## src/rtl/cdrv_pkg.sv

```systemverilog
package cdrv_pkg;

  // Flat stage index (0-based) of lane `lane` (0-based) at depth `pos`.
  function automatic int stage_idx(input int lane, input int pos, input int lanes);
    return pos * lanes + lane;
  endfunction

  // Level of one column given its latched bit and the blank/polarity controls.
  function automatic logic col_level(input logic latched, input logic blank, input logic pol);
    logic lvl;
    if (blank) lvl = pol;
    else       lvl = pol ? latched : ~latched;
    return lvl;
  endfunction

endpackage

```

## src/rtl/cdrv_lane.sv

```systemverilog
module cdrv_lane #(
  parameter int DEPTH = 16
) (
  input  logic             clk,
  input  logic             rst,
  input  logic             dir_right,
  input  logic             a_bit,
  input  logic             b_bit,
  output logic [DEPTH-1:0] q
);
  // q[0] sits next to port A, q[DEPTH-1] next to port B.
  logic shift_r_ev;
  logic shift_l_ev;
  assign shift_r_ev = !rst && dir_right;
  assign shift_l_ev = !rst && !dir_right;

  always_ff @(posedge clk) begin
    if (rst)             q <= '0;
    else if (shift_r_ev) q <= {q[DEPTH-2:0], a_bit};
    else if (shift_l_ev) q <= {b_bit, q[DEPTH-1:1]};
  end

  // right shift loads the A-side stage from the A lane
  a_r2_load_a: assert property (@(posedge clk) disable iff (rst)
    dir_right |=> q[0] == $past(a_bit));
  // left shift loads the B-side stage from the B lane
  a_r4_load_b: assert property (@(posedge clk) disable iff (rst)
    !dir_right |=> q[DEPTH-1] == $past(b_bit));
  // data leaving the A-side stage lands one stage deeper
  a_r2_advance: assert property (@(posedge clk) disable iff (rst)
    dir_right |=> q[1] == $past(q[0]));
  // data leaving the B-side stage lands one stage nearer A
  a_r4_advance: assert property (@(posedge clk) disable iff (rst)
    !dir_right |=> q[DEPTH-2] == $past(q[DEPTH-1]));
endmodule

```

## src/rtl/cdrv_latch.sv

```systemverilog
module cdrv_latch #(
  parameter int W = 64
) (
  input  logic         clk,
  input  logic         rst,
  input  logic         load,
  input  logic [W-1:0] d,
  output logic [W-1:0] q
);
  logic load_ev;
  assign load_ev = !rst && load;

  always_ff @(posedge clk) begin
    if (rst)          q <= '0;
    else if (load_ev) q <= d;
  end

  // a load edge captures the pre-edge stage image
  a_r7_capture: assert property (@(posedge clk) disable iff (rst)
    load |=> q == $past(d));
  // without load the latch holds
  a_r8_hold: assert property (@(posedge clk) disable iff (rst)
    !load |=> q == $past(q));
endmodule

```

## src/rtl/cdrv_outstage.sv

```systemverilog
module cdrv_outstage #(
  parameter int W = 64
) (
  input  logic         blank,
  input  logic         pol,
  input  logic [W-1:0] lat,
  output logic [W-1:0] col
);
  import cdrv_pkg::*;

  for (genvar n = 0; n < W; n++) begin : g_col
    assign col[n] = col_level(lat[n], blank, pol);
  end
endmodule

```

## src/rtl/column_driver_core.sv

```systemverilog
module column_driver_core #(
  parameter int LANES = 4,
  parameter int DEPTH = 16
) (
  input  logic                   clk,
  input  logic                   rst,
  input  logic                   dir_right,
  input  logic                   lat_en,
  input  logic                   blank,
  input  logic                   pol,
  input  logic [LANES-1:0]       a_in,
  output logic [LANES-1:0]       a_out,
  output logic                   a_oe,
  input  logic [LANES-1:0]       b_in,
  output logic [LANES-1:0]       b_out,
  output logic                   b_oe,
  output logic [LANES*DEPTH-1:0] col
);
  import cdrv_pkg::*;

  localparam int NSTG = LANES * DEPTH;

  logic [DEPTH-1:0] lane_q [LANES];
  logic [NSTG-1:0]  stage;
  logic [NSTG-1:0]  latch_q;

  for (genvar k = 0; k < LANES; k++) begin : g_lane
    cdrv_lane #(.DEPTH(DEPTH)) u_lane (
      .clk      (clk),
      .rst      (rst),
      .dir_right(dir_right),
      .a_bit    (a_in[k]),
      .b_bit    (b_in[k]),
      .q        (lane_q[k])
    );
    for (genvar p = 0; p < DEPTH; p++) begin : g_pos
      assign stage[stage_idx(k, p, LANES)] = lane_q[k][p];
    end
    assign a_out[k] = lane_q[k][0];
    assign b_out[k] = lane_q[k][DEPTH-1];
  end

  assign b_oe = dir_right;
  assign a_oe = !dir_right;

  cdrv_latch #(.W(NSTG)) u_latch (
    .clk (clk),
    .rst (rst),
    .load(lat_en),
    .d   (stage),
    .q   (latch_q)
  );

  cdrv_outstage #(.W(NSTG)) u_out (
    .blank(blank),
    .pol  (pol),
    .lat  (latch_q),
    .col  (col)
  );

  // blanking forces every column to the polarity level
  a_r9_blank: assert property (@(posedge clk) disable iff (rst)
    blank |-> col == {NSTG{pol}});
  // unblanked, true polarity shows the latch
  a_r10_pass: assert property (@(posedge clk) disable iff (rst)
    (!blank && pol) |-> col == latch_q);
  // unblanked, inverted polarity shows the complement
  a_r10_invert: assert property (@(posedge clk) disable iff (rst)
    (!blank && !pol) |-> col == ~latch_q);
  // exactly one port drives at a time
  a_r6_one_driver: assert property (@(posedge clk) disable iff (rst)
    $countones({a_oe, b_oe}) == 1);
  // cleared stages right after reset
  a_r1_clear: assert property (@(posedge clk)
    rst |=> (stage == '0 && latch_q == '0));
endmodule

```

## config.mk

```make
export PLATFORM = sky130hd
export DESIGN_NAME = column_driver_core
export DESIGN_NICKNAME = d
export VERILOG_FILES = /design/src/rtl/cdrv_pkg.sv /design/src/rtl/cdrv_lane.sv /design/src/rtl/cdrv_latch.sv /design/src/rtl/cdrv_outstage.sv /design/src/rtl/column_driver_core.sv
export SDC_FILE = /design/constraint.sdc
export NUM_CORES = 1
export LEC_CHECK = 0
export CAP_MARGIN = 20
export CORE_MARGIN = 5
export CORE_UTILIZATION = 45
export DETAILED_ROUTE_END_ITERATION = 10
export PLACE_DENSITY = 0.76
export SYNTH_ARGS = -nofsm -noshare
export SYNTH_HDL_FRONTEND = slang
export SYNTH_SLANG_ARGS = --single-unit
```

## constraint.sdc

```tcl
create_clock -name clk -period 1.1 [get_ports clk]
set_clock_uncertainty 0.15 [all_clocks]
set_input_delay 0.22 -clock clk [delete_from_list [all_inputs] [get_ports clk]]
set_output_delay 0.22 -clock clk [all_outputs]
set_load 0.05 [all_outputs]
```

==> flow_summary.json <==
{
  "status": "finished with violations",
  "violations": "setup timing",
  "dieArea_mm2": 0.0146,
  "grt_pass1_vias": 4341,
  "power_density_mw_per_mm2": 1520,
  "synthFlopType": "dfxtp_1",
  "core_mm2": 0.0121,
  "min_path_type": "input port to flop",
  "grt_usage_pct": 18.9,
  "cts_tree": "built",
  "ys_top_cells_by_area": "dfxtp_1 46%, mux2i_1 23%, nor2_1 13%",
  "maxSlewHeadroom_pct": 72.7,
  "place_congestion": 0.770,
  "end_kind": "output port",
  "start_kind": "flop",
  "seq_area_frac_synth_pct": 46.3,
  "vias_per_cell": 4.86,
  "worst_slew_pin_slew_ps": 409,
  "die_h_um": 121,
  "rsz0062_at_grt": "yes",
  "hold_buffers": 0,
  "setup_ws_ps": -642,
  "io_buffers": 87,
  "wire_per_inst_um": 18.1,
  "fin_nets": 689,
  "cp_top_family": "flip-flops",
  "synth_area_leader_cell": "dfxtp_1",
  "fp.dieW_um": 121,
  "worstPathCellList": "nor2_2, xor2_1, clkbuf_16",
  "cap_violations": 0,
  "syn_nets": 578,
  "worst-path-buf-inv": 1,
  "nFillCells": 707,
  "drc": 0,
  "clk_latency_ps": 410,
  "synth_top_area_share_pct": 46.3,
  "period_needed_ps": 1740,
  "drive_above_1_share_pct": 52.3,
  "antenna_found_initial": 0,
  "syn_inst": 564,
  "required_ps": 730,
  "drt_first_pass_iters": 5,
  "fmax_ghz": 0.574,
  "drtIter0Drc": 259,
  "clock_sinks": 128,
  "vias": 4157,
  "setup_violations": 72,
  "ctsLongestPathBuffers": 2,
  "syn_area_mm2": 0.00554,
  "row_count": 40,
  "grt_pass1_wl_um": 22100,
  "synth_area_per_cell_um2": 9.82,
  "p_leak_nw": 4.08,
  "fin_setup_tns_ps": -33720,
  "yosys_warnings": 0,
  "ios": 88,
  "ant_nets": 0,
  "yosys.cell_types.count": 10,
  "holdWs_ps": 123,
  "synth.most_common_cell": "nor2_1",
  "areaGrowthSynthToFinish_pct": 68.1,
  "antenna_cells": 0,
  "finalHoldViolCount": 0,
  "cts_root_buffer": "clkbuf_16",
  "worstPathMaxFanout": 2,
  "async_flop_share_pct": 0,
  "period_share_pct": 158,
  "initial_core_util_pct": 45.9,
  "drv_slew": 0,
  "cts-htree-levels": 4,
  "synth_edf_count": 0,
  "final_util_pct": 77.2,
  "clk_pin_slew_ps": 60,
  "ys_top_cells_by_count": "192 x nor2_1, 128 x dfxtp_1, 128 x mux2i_1, 64 x xor2_1, 18 x buf_4",
  "critPathMaxStageDelay_ps": 330,
  "wl_um": 15500,
  "grt_max_degree": 35,
  "numCtsBuffers": 17,
  "ir_drop_mv": 1.43,
  "synth-seq-cells": 128,
  "cp.arrival_ps": 1370,
  "cp_slowest_cell": "dfxtp_2",
  "dpl.hpwl_um": 8520,
  "worstSetupPathType": "flop to output port",
  "grt-ovfl-total": 0
}
power breakdown:
group	internal [mW]	switching, mW	total (mW)
sequential	4.67	0.0370	4.70
combinational	1.62	1.82	3.44
clock	3.72	2.29	6.02
total	10.0	4.15	14.2
worst paths after layout:
| kind | slack [ps] | end | cells after the start | from |
|---|---|---|---|---|
| setup reg to reg | 90 | u_latch.q[33] | 4 | u_latch.q[33] |
| hold reg to reg | 340 | u_latch.q[1] | 2 | u_latch.q[1] |
| setup / recovery | -640 | col[28] | 3 | u_latch.q[28] |
| hold / removal | 120 | u_latch.q[51] | 3 | rst |
stage by stage:
stage	total power, mW	area, µm²	cells	worst slack (ps)
after CTS	14.3	8830	847	-594
final	14.2	9310	856	-642
after global placement	7.83	7470	802	-420
after floorplan	6.49	5670	564	-640
after global routing	14.5	9310	856	-680
after detailed placement	7.86	7470	802	-473
final cells by class:
cell class                      instances  area [µm²]  share of cell area (%)
Tap cell                              168         210                    2.26
Clock buffer                           18         439                    4.72
Timing Repair Buffer                  143        2440                    26.2
Inverter                                1        3.75                  0.0403
Clock inverter                         14         194                    2.08
Multi-Input combinational cell        384        3360                    36.1
Sequential cell                       128        2670                    28.6
registers in the layout, summed over array words and instances (netlist names):
| signal | cells |
|---|---|
| g_lane.u_lane.q | 64 |
| u_latch.q | 64 |
worst reg2reg max path, stage by stage (launching register included):
cell,delay [ps]
dfxtp_2,340
buf_4,130
buf_4,120
mux2i_1,110
nor2_1,60
routing by layer:
layer	part of all wire [%]	GRT usage, %	vias up
met5	0	0	-
met4	1.4	6.23	0
met3	3.4	4.76	19
met2	55	33.7	97
met1	40	22.0	2060
li1	-	-	1981
placed cells by master, fill, tap and decap left out:
master	Yosys	layout
dfxtp_4	0	6
nor2_4	0	36
nor2_1	192	128
inv_2	1	1
clkinv_4	0	3
bufinv_16	0	3
buf_12	5	38
clkdlybuf4s50_1	0	8
buf_2	12	1
buf_8	0	1
xor2_4	0	2
dfxtp_1	128	58
mux2i_1	128	128
inv_8	0	3
xor2_1	64	6
dfxtp_2	0	64
buf_4	18	45
xor2_2	0	56
clkbuf_8	0	1
nor2_2	0	28
inv_6	0	5
clkbuf_16	0	66
buf_6	7	1
kinds of logic after synthesis:
group	after synthesis	share of synthesized area, %
xor gates and xnor gates	64	10.1
DFF	128	46.3
buffers and inverters	52	7.44
muxes	128	23.1
and+or+nand+nor	192	13.0
timing repair:
action / 4_1_cts / 5_1_grt
setup buffers: 13 / 9
resized for setup: 129 / 192
endpoints found under the setup margin: 73 / 73
pin swaps: 39 / 26
Power figures use the tool's default switching activity.
